`src/rtl/reptmr_pkg.sv`:
```
package reptmr_pkg;

  typedef enum logic [2:0] {
    SEL_PERIOD = 3'd0,
    SEL_CMPCLK = 3'd1,
    SEL_CMPREQ = 3'd2,
    SEL_REP    = 3'd3,
    SEL_CTRL   = 3'd4,
    SEL_IRQCLR = 3'd5
  } regSel_e;

  typedef struct packed {
    logic reload;  // start: clear count, copy preloads
    logic active;  // timer running, advance count
    logic update;  // update event this cycle
  } ctlStrb_t;

endpackage

```
`src/rtl/reptmr_dp.sv`:
```
module reptmr_dp
  import reptmr_pkg::*;
#(
  parameter int CNT_W = 16,
  parameter int REP_W = 8
) (
  input  logic             clk,
  input  logic             rstN,
  input  logic             wrEn,
  input  logic [2:0]       wrSel,
  input  logic [CNT_W-1:0] wrData,
  input  ctlStrb_t         strb,
  output logic             wrapHit,
  output logic             repZero,
  output logic             shiftClk,
  output logic             dataReq
);

  logic [CNT_W-1:0] prePeriod, preCmpClk, preCmpReq;
  logic [REP_W-1:0] preRep;
  logic [CNT_W-1:0] shPeriod, shCmpClk, shCmpReq;
  logic [CNT_W-1:0] cnt;
  logic [REP_W-1:0] repCnt;

  // preload registers, written at any time
  always_ff @(posedge clk) begin
    if (!rstN) begin
      prePeriod <= '0;
      preCmpClk <= '0;
      preCmpReq <= '0;
      preRep    <= '0;
    end else if (wrEn) begin
      case (wrSel)
        SEL_PERIOD: prePeriod <= wrData;
        SEL_CMPCLK: preCmpClk <= wrData;
        SEL_CMPREQ: preCmpReq <= wrData;
        SEL_REP:    preRep    <= wrData[REP_W-1:0];
        default: ;
      endcase
    end
  end

  assign wrapHit = (cnt == shPeriod);
  assign repZero = (repCnt == '0);

  // counter, repetition counter and active copies
  always_ff @(posedge clk) begin
    if (!rstN) begin
      cnt      <= '0;
      repCnt   <= '0;
      shPeriod <= '0;
      shCmpClk <= '0;
      shCmpReq <= '0;
    end else if (strb.reload) begin
      cnt      <= '0;
      repCnt   <= preRep;
      shPeriod <= prePeriod;
      shCmpClk <= preCmpClk;
      shCmpReq <= preCmpReq;
    end else if (strb.active) begin
      if (wrapHit) begin
        cnt <= '0;
        if (strb.update) begin
          repCnt   <= preRep;
          shPeriod <= prePeriod;
          shCmpClk <= preCmpClk;
          shCmpReq <= preCmpReq;
        end else begin
          repCnt <= repCnt - 1'b1;
        end
      end else begin
        cnt <= cnt + 1'b1;
      end
    end
  end

  assign shiftClk = strb.active && (cnt >= shCmpClk);
  assign dataReq  = strb.active && (cnt == shCmpReq);


  cnt_wrap_chk: assert property (@(posedge clk) disable iff (!rstN)
    (strb.active && wrapHit && !strb.reload) |=> (cnt == '0));


  rep_dec_chk: assert property (@(posedge clk) disable iff (!rstN)
    (strb.active && wrapHit && !repZero && !strb.reload)
      |=> (repCnt == $past(repCnt) - 1'b1));


  shadow_hold_chk: assert property (@(posedge clk) disable iff (!rstN)
    (!strb.reload && !strb.update)
      |=> ($stable(shPeriod) && $stable(shCmpClk) && $stable(shCmpReq)));

endmodule

```
`src/rtl/reptmr_ctl.sv`:
```
module reptmr_ctl
  import reptmr_pkg::*;
(
  input  logic       clk,
  input  logic       rstN,
  input  logic       wrEn,
  input  logic [2:0] wrSel,
  input  logic       wrBit0,
  input  logic       startCmd,
  input  logic       stopCmd,
  input  logic       wrapHit,
  input  logic       repZero,
  output ctlStrb_t   strb,
  output logic       running,
  output logic       updIrq
);

  logic onePulse;
  logic updEvt;
  logic irqClr;

  assign updEvt = running && wrapHit && repZero && !startCmd;
  assign irqClr = wrEn && (wrSel == SEL_IRQCLR) && wrBit0;

  always_ff @(posedge clk) begin
    if (!rstN) begin
      onePulse <= 1'b0;
    end else if (wrEn && (wrSel == SEL_CTRL)) begin
      onePulse <= wrBit0;
    end
  end

  always_ff @(posedge clk) begin
    if (!rstN) begin
      running <= 1'b0;
    end else if (startCmd) begin
      running <= 1'b1;
    end else if (stopCmd) begin
      running <= 1'b0;
    end else if (updEvt && onePulse) begin
      running <= 1'b0;
    end
  end

  always_ff @(posedge clk) begin
    if (!rstN) begin
      updIrq <= 1'b0;
    end else if (updEvt) begin
      updIrq <= 1'b1;
    end else if (irqClr) begin
      updIrq <= 1'b0;
    end
  end

  always_comb begin
    strb.reload = startCmd;
    strb.active = running;
    strb.update = updEvt;
  end


  onepulse_halt_chk: assert property (@(posedge clk) disable iff (!rstN)
    (updEvt && onePulse) |=> !running);


  irq_set_chk: assert property (@(posedge clk) disable iff (!rstN)
    updEvt |=> updIrq);


  irq_hold_chk: assert property (@(posedge clk) disable iff (!rstN)
    (updIrq && !irqClr) |=> updIrq);


  start_run_chk: assert property (@(posedge clk) disable iff (!rstN)
    startCmd |=> running);


  stop_halt_chk: assert property (@(posedge clk) disable iff (!rstN)
    (stopCmd && !startCmd) |=> !running);

endmodule

```
`src/rtl/reptmr.sv`:
```
module reptmr
  import reptmr_pkg::*;
#(
  parameter int CNT_W = 16,
  parameter int REP_W = 8
) (
  input  logic             clk,
  input  logic             rstN,
  input  logic             wrEn,
  input  logic [2:0]       wrSel,
  input  logic [CNT_W-1:0] wrData,
  input  logic             startCmd,
  input  logic             stopCmd,
  output logic             shiftClk,
  output logic             dataReq,
  output logic             updIrq,
  output logic             running
);

  ctlStrb_t strb;
  logic     wrapHit;
  logic     repZero;

  reptmr_ctl u_ctl (
    .clk      (clk),
    .rstN     (rstN),
    .wrEn     (wrEn),
    .wrSel    (wrSel),
    .wrBit0   (wrData[0]),
    .startCmd (startCmd),
    .stopCmd  (stopCmd),
    .wrapHit  (wrapHit),
    .repZero  (repZero),
    .strb     (strb),
    .running  (running),
    .updIrq   (updIrq)
  );

  reptmr_dp #(
    .CNT_W (CNT_W),
    .REP_W (REP_W)
  ) u_dp (
    .clk      (clk),
    .rstN     (rstN),
    .wrEn     (wrEn),
    .wrSel    (wrSel),
    .wrData   (wrData),
    .strb     (strb),
    .wrapHit  (wrapHit),
    .repZero  (repZero),
    .shiftClk (shiftClk),
    .dataReq  (dataReq)
  );


  idle_quiet_chk: assert property (@(posedge clk) disable iff (!rstN)
    (!running && !$past(startCmd)) |-> (!shiftClk && !dataReq));

endmodule

```
`config.mk`:
```
export PLATFORM = sky130hd
export DESIGN_NAME = reptmr
export DESIGN_NICKNAME = d
export VERILOG_FILES = /design/src/rtl/reptmr_pkg.sv /design/src/rtl/reptmr_dp.sv /design/src/rtl/reptmr_ctl.sv /design/src/rtl/reptmr.sv
export SDC_FILE = /design/constraint.sdc
export NUM_CORES = 1
export LEC_CHECK = 0
export BUFFER_PORTS_ARGS = -buffer_cell sky130_fd_sc_hd__clkbuf_2
export CAP_MARGIN = 20
export CORE_MARGIN = 2
export CORE_UTILIZATION = 61
export DETAILED_ROUTE_END_ITERATION = 7
export HOLD_SLACK_MARGIN = 0.08
export PLACE_DENSITY_LB_ADDON = 0.08
export SETUP_SLACK_MARGIN = 0.4
export SYNTH_ARGS = -nofsm -noshare
export SYNTH_HDL_FRONTEND = slang
export SYNTH_SLANG_ARGS = --single-unit
```
`constraint.sdc`:
```
create_clock -name clk -period 2.85 [get_ports clk]
set_input_delay 0.57 -clock clk [delete_from_list [all_inputs] [get_ports clk]]
set_output_delay 0.57 -clock clk [all_outputs]
set_load 0.05 [all_outputs]
```
==> results of run 1 <==
-- power by group --
part           switching (mW)  internal [mW]
sequential             0.0278           1.86
combinational           0.235          0.146
clock                   0.803           1.49
-- repair_timing --
item	4_1_cts	5_1_grt
resized for setup	29	8
pin swaps	14	2
endpoints found under the hold margin	0	0
setup buffers	1	1
endpoints found under the setup margin	2	19
-- per-stage QoR --
stage / hold slack, ns / utilization / std cells / setup TNS, ns
after floorplan: 0.435 / - / 730 / 0
after global placement: 0.440 / 0.636 / 848 / 0
after detailed placement: 0.448 / 0.636 / 848 / 0
after CTS: 0.289 / 0.710 / 881 / 0
after global routing: 0.307 / 0.713 / 882 / -0.0304
final: 0.302 / 0.713 / 882 / 0
-- flip-flops by register name, summed over array words and instances, names as in the netlist, 8 cells and up --
| register | flops |
|---|---|
| u_dp.shCmpReq | 16 |
| u_dp.cnt | 16 |
| u_dp.repCnt | 8 |
| u_dp.prePeriod | 16 |
| u_dp.shCmpClk | 16 |
| u_dp.preCmpClk | 16 |
| u_dp.preCmpReq | 16 |
| u_dp.preRep | 8 |
| u_dp.shPeriod | 16 |
-- path summary, 6_finish.rpt --
check | end | slack (ns) | cells after the start
worst max-delay path | shiftClk | 0.06 | 9
worst min register to register | u_dp.shCmpReq[15]$_SDFFE_PN0P_ | 0.45 | 2
worst max register to register | u_dp.repCnt[0]$_SDFFE_PN0P_ | 0.52 | 8
worst min-delay path | u_dp.preCmpClk[15]$_SDFFE_PN0P_ | 0.30 | 3
-- worst max-delay path, stage by stage (launching register included) --
cell      delay, ns
dfxtp_2        0.33
inv_2          0.04
ha_4           0.20
a21o_1         0.15
a21o_1         0.17
a21o_1         0.16
a211oi_2       0.17
o21ai_1        0.09
a22o_1         0.24
buf_8          0.15
-- metal layers --
layer  global-route usage  part of all wire  vias up
met5                    0                 0        -
met4                0.108             0.020        0
met3               0.0573             0.052       27
met2                0.442              0.46      137
met1                0.395              0.47     2355
li1                     -                 -     2428
-- layout by cell type, fill, tap and decap left out, types with 3 or more instances in the layout --
| cell type | n |
|---|---|
| nand2_1 | 227 |
| dfxtp_1 | 114 |
| a21oi_1 | 61 |
| mux2i_1 | 54 |
| xor2_1 | 33 |
| nor2_1 | 29 |
| clkbuf_2 | 24 |
| inv_1 | 20 |
| ha_1 | 16 |
| clkbuf_16 | 16 |
| xnor2_1 | 13 |
| dfxtp_2 | 13 |
| nor4_1 | 10 |
| nor3_1 | 9 |
| buf_4 | 8 |
| nand3_1 | 6 |
| nand4_1 | 6 |
| a21o_1 | 5 |
| clkbuf_8 | 5 |
| o22ai_1 | 4 |
| and3_1 | 4 |
| bufinv_16 | 4 |
| clkinvlp_4 | 4 |
| dfxtp_4 | 4 |
| nand2b_1 | 3 |
| or3_1 | 3 |
| o31ai_1 | 3 |
-- cell families (layout without fill, tap and decap cells) --
| kind of cell | Yosys count | count (layout) |
|---|---|---|
| muxes | 54 | 54 |
| AOI/OAI and AO/OA | 92 | 92 |
| adders and majority gates | 18 | 18 |
| DFF | 131 | 131 |
| and+or+nand+nor | 314 | 314 |
| buffers and inverters | 74 | 93 |
| xor gates and xnor gates | 47 | 47 |
-- final cells by class --
cell class | count | area share
Multi-Input combinational cell | 525 | 0.451
Sequential cell | 131 | 0.383
Clock buffer | 20 | 0.0657
Clock inverter | 12 | 0.0256
Tap cell | 133 | 0.0240
Timing Repair Buffer | 38 | 0.0383
Inverter | 23 | 0.0125
==> flow_metrics.py, run 1 <==
metrics = {
    "run_status": {
        "outcome": "finished clean",
    },
    "power": {
        "peakVddDrop_mv": 0.411,
        "power_density_nw_per_um2": 658,
        "leakagePower_nw": 2.74,
        "total_power_mw": 4.56,
    },
    "routing": {
        "antenna_left": 0,
        "drt-total-wl_um": 14700,
        "drt-initial-drc-count": 338,
        "vias": 4947,
        "routedWlPerCell_um": 16.6,
        "avgViaCountPerCell": 5.61,
        "route.detailed.drc": 0,
        "dr.pass1.iters": 5,
    },
    "clocking": {
        "clk-insertion-delay-late_ns": 0.52,
        "htreeDepth": 4,
        "cts.hold.buffers_added": 0,
        "clock-sinks": 131,
        "cts_buffers": 17,
        "clk_path_buf_depth": 2,
        "cts_tree": "built",
        "clk_pin_slew_worst_paths_ns": 0.06,
        "clock-root-buffer": "clkbuf_8",
    },
    "floorplan": {
        "io_pins": 28,
        "core_area_um2": 9730,
        "die_h_um": 104,
        "die_w_um": 104,
        "dieArea_um2": 10800,
        "rows": 36,
        "initial_core_util": 0.624,
    },
    "min_path": {
        "hold_start": "wrData[15]",
        "hold_class": "input port to flip-flop",
    },
    "yosys": {
        "synthSimpleGateAreaFrac": 0.222,
        "synth_compound_area_frac": 0.0872,
        "synthMuxAreaShare": 0.0891,
        "synthTopCellsByArea": "dfxtp_1, nand2_1, mux2i_1",
        "yosys-top-cells-count": "nand2_1, dfxtp_1, a21oi_1, mux2i_1, clkbuf_1",
        "syn_area_per_cell_um2": 8.31,
        "async_flop_share": 0,
        "synth_warnings": 0,
        "synthXorXnorAreaFrac": 0.0691,
        "ys_seq_area_frac": 0.432,
        "synth_most_common_cell": "nand2_1",
        "synthCells": 730,
        "yosys.area.top_type": "dfxtp_1",
        "synth_edf_count": 0,
        "synth_top_family_by_area": "simple AND/OR/NAND/NOR gates",
        "synthesis.nets": 772,
        "ys_types": 48,
        "yosys.area.top_type_share": 0.432,
        "synthAdderAreaFrac": 0.0371,
        "synth-seq-cells": 131,
        "syn_area_um2": 6070,
        "synthFlopType": "dfxtp_1",
    },
    "global_route": {
        "antenna_found_initial": 0,
        "grt_max_degree": 100,
        "grt-ovfl-total": 0,
        "grt_pass1_wl_um": 24200,
        "grt_pass1_vias": 4808,
        "track_usage": 0.285,
    },
    "worst_setup_path": {
        "crit_required_ns": 2.28,
        "cp-start-kind": "flip-flop",
        "r2r_start": "u_dp.repCnt[0]$_SDFFE_PN0P_",
        "arrival_ns": 2.22,
        "crit_start": "u_dp.shCmpClk[9]$_SDFFE_PN0P_",
        "critical_path_class": "flip-flop to output port",
        "cp-end-kind": "output port",
        "critPathMaxFanout": 2,
    },
    "timing": {
        "rsz0062_at_grt": "yes",
        "hold_viol": 0,
        "final_max_slew_viol_count": 0,
        "clock.fmax_ghz": 0.359,
        "fin_crit_sh": 0.978,
        "tightest_slew_ns": 0.757,
        "slew_headroom": 0.495,
        "fin_skew_ns": 0.00704,
        "setup_ws_ns": 0.0620,
        "setup_viol": 0,
        "fin_crit_ns": 2.79,
    },
    "place": {
        "gp_congestion": 0.889,
        "io_buffers": 27,
        "pre_cts_slack_ns": 0.330,
        "place_area_um2": 6180,
        "place_hpwl_um": 10000,
    },
    "cells_and_area": {
        "drive_above_1_share": 0.136,
        "syn_to_final_growth_pct": 14.2,
        "fin_area_um2": 6930,
        "nFillCells": 800,
        "diodes": 0,
        "multi_input_area_um2": 3130,
        "nets": 778,
        "register_area_um2": 2650,
    },
    "job": {
        "maxCapViolations": 0,
    },
}
Power figures use the tool's default switching activity.
==> run 2, diff against run 1 <==
CORE_UTILIZATION = 64   (was 61)
CTS_BUF_LIST = sky130_fd_sc_hd__clkbuf_2   (was default)
==> run 2 against run 1 <==
- the run now ends with negative setup slack left
- fmax fell by 8.2%
- clock power down 58%
- hold slack worse by 0.17 ns
- global-route usage rose by 0.21 points
- sequential share of layout area grew 2.2 points
- critical path depth unchanged
- die area shrank 4.5%
- cell count is the same
- critical path type unchanged
- critical endpoint unchanged
==> flow_metrics.py, run 2 (synthesis results as in run 1) <==
metrics = {
    "cells_and_area": {
        "syn_to_final_growth_pct": 7.46,
        "multi_input_area_um2": 3130,
        "final_common_cell": "nand2_1",
        "drive_above_1_share": 0.130,
        "register_area_um2": 2640,
        "diodes": 0,
        "final_cell_mix": "nand2_1, dfxtp_1, a21oi_1",
        "nFillCells": 770,
        "post-route-util": 0.706,
        "nets": 783,
    },
    "floorplan": {
        "dieArea_um2": 10300,
        "rows": 35,
        "initial_core_util": 0.657,
        "die_h_um": 101,
        "io_pins": 28,
        "core_area_um2": 9240,
        "die_w_um": 101,
    },
    "routing": {
        "avgViaCountPerCell": 5.51,
        "drt-total-wl_um": 13700,
        "met1Wirelength_um": 6830,
        "vias": 4859,
        "top_layer": "met4",
        "drt-initial-drc-count": 330,
        "met2WireLength_um": 5880,
        "antenna_left": 0,
        "route.detailed.drc": 0,
        "routedWlPerCell_um": 15.6,
        "wl_met3_um": 823,
        "dr.pass1.iters": 4,
    },
    "clocking": {
        "clock-root-buffer": "clkbuf_2",
        "clk_path_buf_depth": 2,
        "clk-insertion-delay-late_ns": 0.68,
        "cts_tree": "built",
        "cts_buffers": 17,
        "clock-sinks": 131,
        "htreeDepth": 4,
        "clk_pin_slew_worst_paths_ns": 0.21,
    },
    "timing": {
        "fin_crit_ns": 3.04,
        "hold_ws_ns": 0.135,
        "tightest_slew_ns": 0.689,
        "fin_skew_ns": 0.0417,
        "setup_viol": 1,
        "slew_headroom": 0.540,
        "clock.fmax_ghz": 0.329,
        "setup_ws_ns": -0.187,
        "final_max_slew_viol_count": 0,
        "hold_viol": 0,
        "fin_crit_sh": 1.07,
        "rsz0062_at_grt": "yes",
    },
    "power": {
        "power_density_nw_per_um2": 495,
        "peakVddDrop_mv": 0.336,
        "leakagePower_nw": 2.56,
        "total_power_mw": 3.23,
    },
    "place": {
        "pre_cts_slack_ns": 0.350,
        "place_hpwl_um": 9690,
        "io_buffers": 27,
        "gp_congestion": 0.869,
    },
    "run_status": {
        "violations": "negative setup slack",
        "outcome": "complete, but fails checks",
    },
    "worst_setup_path": {
        "cp_common_cell": "a21o_1",
        "r2r_start": "u_dp.repCnt[0]$_SDFFE_PN0P_",
        "crit_end": "shiftClk",
        "arrival_ns": 2.47,
        "critical_path_class": "flip-flop to output port",
        "cp-start-kind": "flip-flop",
        "crit_chain": "inv_2 > ha_4 > a21o_1 > a21o_1 > a21o_1 > a211oi_2 > o21ai_1 > a22o_1 > buf_8",
        "cp-end-kind": "output port",
        "crit_required_ns": 2.28,
        "timing.rr.end": "u_dp.repCnt[0]$_SDFFE_PN0P_",
        "crit_start": "u_dp.shCmpClk[9]$_SDFFE_PN0P_",
        "r2r.worst_path.cells": 8,
        "cpMaxStageDelayCell": "dfxtp_2",
        "critPathMaxFanout": 2,
        "r2r_setup_slack_ns": 0.49,
        "critPathMaxStageDelay_ns": 0.38,
    },
    "job": {
        "maxCapViolations": 0,
    },
    "min_path": {
        "hold_depth": 3,
        "hold_start": "wrData[12]",
        "hold_class": "input port to flip-flop",
    },
    "global_route": {
        "grt_pass1_vias": 4564,
        "grt-ovfl-total": 0,
        "track_usage": 0.287,
        "grt_max_degree": 89,
        "antenna_found_initial": 0,
        "grt_pass1_wl_um": 22700,
    },
}
==> run 2: cell count changes in the layout (fill, tap and decap cells not counted), sizes merged <==
cell / before / now
dlygate4sd3: 0 / 7
inv: 23 / 28
bufinv: 4 / 0
clkbuf: 45 / 42
buf: 13 / 11
clkinv: 4 / 6
clkinvlp: 4 / 3
==> run 2: timing repair <==
| action | CTS | global route |
|---|---|---|
| pin swaps | 17 | 0 |
| setup buffers | 1 | 0 |
| cloned | 0 | 0 |
| endpoints found under the setup margin | 2 | 12 |
| hold endpoints to repair | 7 | 5 |
| gates resized for setup | 30 | 3 |
| hold buffers | 3 | 4 |
==> run 2: power by group <==
part           leakage (nW)  internal [mW]  total (mW)  switching [mW]
registers              1.07           1.87        1.90          0.0281
logic                  1.38          0.149       0.379           0.230
clock network         0.116          0.231       0.951           0.720
total                  2.56           2.25        3.23           0.978
==> run 2: through the flow <==
stage	instance area [µm²]	instances	setup TNS, ns
after floorplan	6070	730	0
after global placement	6170	843	0
after detailed placement	6170	843	0
after CTS	6480	878	-0.238
after global routing	6520	882	-0.343
final	6520	882	-0.187
==> run 2: how the worst min path moves through the flow <==
stage	to
finish	u_dp.preCmpClk[12]$_SDFFE_PN0P_
detailed placement	u_dp.preCmpReq[14]$_SDFFE_PN0P_
floorplan	u_dp.shCmpClk[0]$_SDFFE_PN0P_
CTS	u_dp.prePeriod[14]$_SDFFE_PN0P_
global route	u_dp.prePeriod[8]$_SDFFE_PN0P_
global placement	u_dp.shPeriod[6]$_SDFFE_PN0P_
==> run 2: cell type report <==
cell class	instances	share of cell area
Inverter	23	0.0132
Clock inverter	14	0.0157
Clock buffer	17	0.0130
Tap cell	129	0.0247
Timing Repair Buffer	43	0.0491
Multi-Input combinational cell	525	0.479
Sequential cell	131	0.405
==> run 2: per-layer routing <==
metal,vias to the layer above,track usage
li1,2432,-
met1,2272,0.424
met2,142,0.420
met3,13,0.0676
met4,0,0.0842
met5,-,0
==> run 2: worst max-delay path: cells and delay by family (launching register included) <==
kind / cells / cell delay [ns]
DFF: 1 / 0.38
AOI/OAI and AO/OA: 6 / 0.99
adders and majority gates: 1 / 0.23
buffers and inverters: 2 / 0.20
==> run 3, diff against run 2 <==
CORE_UTILIZATION = 65   (was 64)
CTS_BUF_LIST = default   (was sky130_fd_sc_hd__clkbuf_2)
clock period = 3.8 ns   (was 2.85 ns; I/O delays follow)
==> run 3 against run 2 <==
- the flow now finishes without violations
- sequential share of layout area decreased by 1.5 points
- setup slack better by 0.69 ns
- critical path depth did not move
- global-route usage rose by 1.5 points
- register-to-register slack gained 0.44 ns
- utilization rose by 3.0 points
- flip-flop and latch count is the same
- sequential power is 25% lower
- die area down 1.5%
- routed wire length is 4.1% higher
- critical path type unchanged
- critical endpoint unchanged
- largest cell class unchanged
==> flow_metrics.py, run 3 (synthesis results as in run 1) <==
metrics = {
    "clocking": {
        "clock-root-buffer": "clkbuf_8",
        "cts_buffers": 17,
        "cts.hold.buffers_added": 0,
        "clock-sinks": 131,
        "cts_tree": "built",
        "clk_pin_slew_worst_paths_ns": 0.07,
        "clk-insertion-delay-late_ns": 0.53,
        "clk_path_buf_depth": 2,
        "htreeDepth": 4,
    },
    "worst_setup_path": {
        "cpMaxStageDelayCell": "dfxtp_1",
        "crit_required_ns": 3.04,
        "cp_common_cell": "a21o_1",
        "cp-start-kind": "flip-flop",
        "cp-end-kind": "output port",
        "critPathMaxFanout": 2,
        "cp.depth": 9,
        "arrival_ns": 2.53,
        "critPathTopFamily": "compound AO/OA/AOI/OAI gates",
        "r2r.worst_path.cells": 8,
        "crit_buf_inv": 2,
        "critical_path_class": "flip-flop to output port",
        "critPathMaxStageDelay_ns": 0.34,
        "crit_chain": "inv_1 > ha_1 > a21o_1 > a21o_1 > a21o_1 > a211oi_1 > o21ai_0 > a22o_1 > clkbuf_2",
    },
    "cells_and_area": {
        "final_common_cell": "nand2_1",
        "nets": 772,
        "diodes": 0,
        "drive_above_1_share": 0.0983,
        "syn_to_final_growth_pct": 10.9,
        "final_cell_mix": "nand2_1, dfxtp_1, a21oi_1",
    },
    "timing": {
        "clock.fmax_ghz": 0.304,
        "tightest_slew_ns": 0.698,
        "hold_viol": 0,
        "final_max_slew_viol_count": 0,
        "fin_crit_ns": 3.29,
        "fin_crit_sh": 0.866,
        "fin_skew_ns": 0.0110,
        "slew_headroom": 0.533,
        "setup_viol": 0,
        "fin_tns_setup_ns": 0,
        "rsz0062_at_grt": "no",
    },
    "floorplan": {
        "initial_core_util": 0.663,
        "rows": 35,
        "io_pins": 28,
        "die_h_um": 101,
        "die_w_um": 101,
        "core_area_um2": 9150,
        "dieArea_um2": 10100,
    },
    "run_status": {
        "outcome": "finished clean",
    },
    "routing": {
        "avgViaCountPerCell": 5.67,
        "drt-total-wl_um": 14300,
        "vias": 4839,
        "routedWlPerCell_um": 16.7,
        "drt-initial-drc-count": 247,
        "dr.pass1.iters": 5,
        "route.detailed.drc": 0,
        "antenna_left": 0,
    },
    "global_route": {
        "grt_pass1_wl_um": 23500,
        "grt_util_met3": 0.0700,
        "antenna_found_initial": 0,
        "grt_pass1_vias": 4540,
        "gr-max-usage-layer": "met2",
        "grt_max_degree": 91,
        "use_met2": 0.462,
        "grt_use_met1": 0.438,
        "track_usage": 0.303,
        "grt-ovfl-total": 0,
    },
    "place": {
        "io_buffers": 27,
        "place_hpwl_um": 9830,
        "gp_congestion": 0.845,
    },
    "power": {
        "power_density_nw_per_um2": 507,
        "total_power_mw": 3.41,
        "peakVddDrop_mv": 0.353,
        "leakagePower_nw": 2.68,
    },
    "job": {
        "maxCapViolations": 0,
    },
    "min_path": {
        "hold_class": "flip-flop to flip-flop",
        "hold_depth": 2,
    },
}
==> run 3: cell count changes in the layout (fill, tap and decap cells not counted), sizes merged <==
cell / delta
dlygate4sd3: -7
buf: -5
clkinv: -5
inv: +5
bufinv: +3
clkinvlp: -2
clkbuf: +1
==> run 3: stage by stage <==
step / setup slack (ns) / std cells / hold slack, ns / util / cell area, µm²
finish: 0.508 / 854 / 0.454 / 0.736 / 6730
global route: 0.426 / 854 / 0.468 / 0.736 / 6730
CTS: 0.430 / 854 / 0.456 / 0.735 / 6730
detailed placement: 1.01 / 822 / 0.447 / 0.667 / 6110
global placement: 1.05 / 822 / 0.442 / 0.667 / 6110
floorplan: 0.955 / 730 / 0.435 / - / 6070
==> run 3: what timing repair did <==
item                       CTS  global route
gates resized for setup      0             3
setup endpoints to repair    0             1
buffers inserted             0             0
==> run 3: path summary, 6_finish.rpt <==
| check | slack (ns) | startpoint | end |
|---|---|---|---|
| hold / removal | 0.45 | u_dp.preCmpReq[15]$_SDFFE_PN0P_ | u_dp.shCmpReq[15]$_SDFFE_PN0P_ |
| setup reg to reg | 0.93 | u_dp.cnt[11]$_SDFFE_PP0P_ | u_dp.shCmpClk[4]$_SDFFE_PN0P_ |
| setup / recovery | 0.51 | u_dp.shCmpClk[9]$_SDFFE_PN0P_ | shiftClk |
| hold reg to reg | 0.45 | u_dp.preCmpReq[15]$_SDFFE_PN0P_ | u_dp.shCmpReq[15]$_SDFFE_PN0P_ |
==> run 3: cell type report <==
class	instances	area [µm²]
tap	111	139
fill	690	2420
timing repair buffer	32	185
multi-input combinational	525	3080
sequential	131	2630
clock inverter	15	206
clock buffer	17	414
inverter	23	86.3
==> run 3: layer usage <==
layer | vias up | part of all wire | wire length [µm]
met3 | 18 | 0.053 | 760
met4 | 0 | 0.011 | 161
met1 | 2270 | 0.47 | 6710
met2 | 131 | 0.47 | 6660
li1 | 2420 | - | -
met5 | - | 0 | 0
==> run 3: power breakdown <==
part	leakage (nW)	switching [mW]	internal [mW]
combinational	1.31	0.172	0.0955
sequential	1.06	0.0220	1.40
clock	0.304	0.691	1.03
==> run 3: tightest hold or removal path, delay by kind of cell (launching register included) <==
family        cells  cell delay (ns)
mux               1             0.05
simple gates      1             0.05
flops             1             0.31
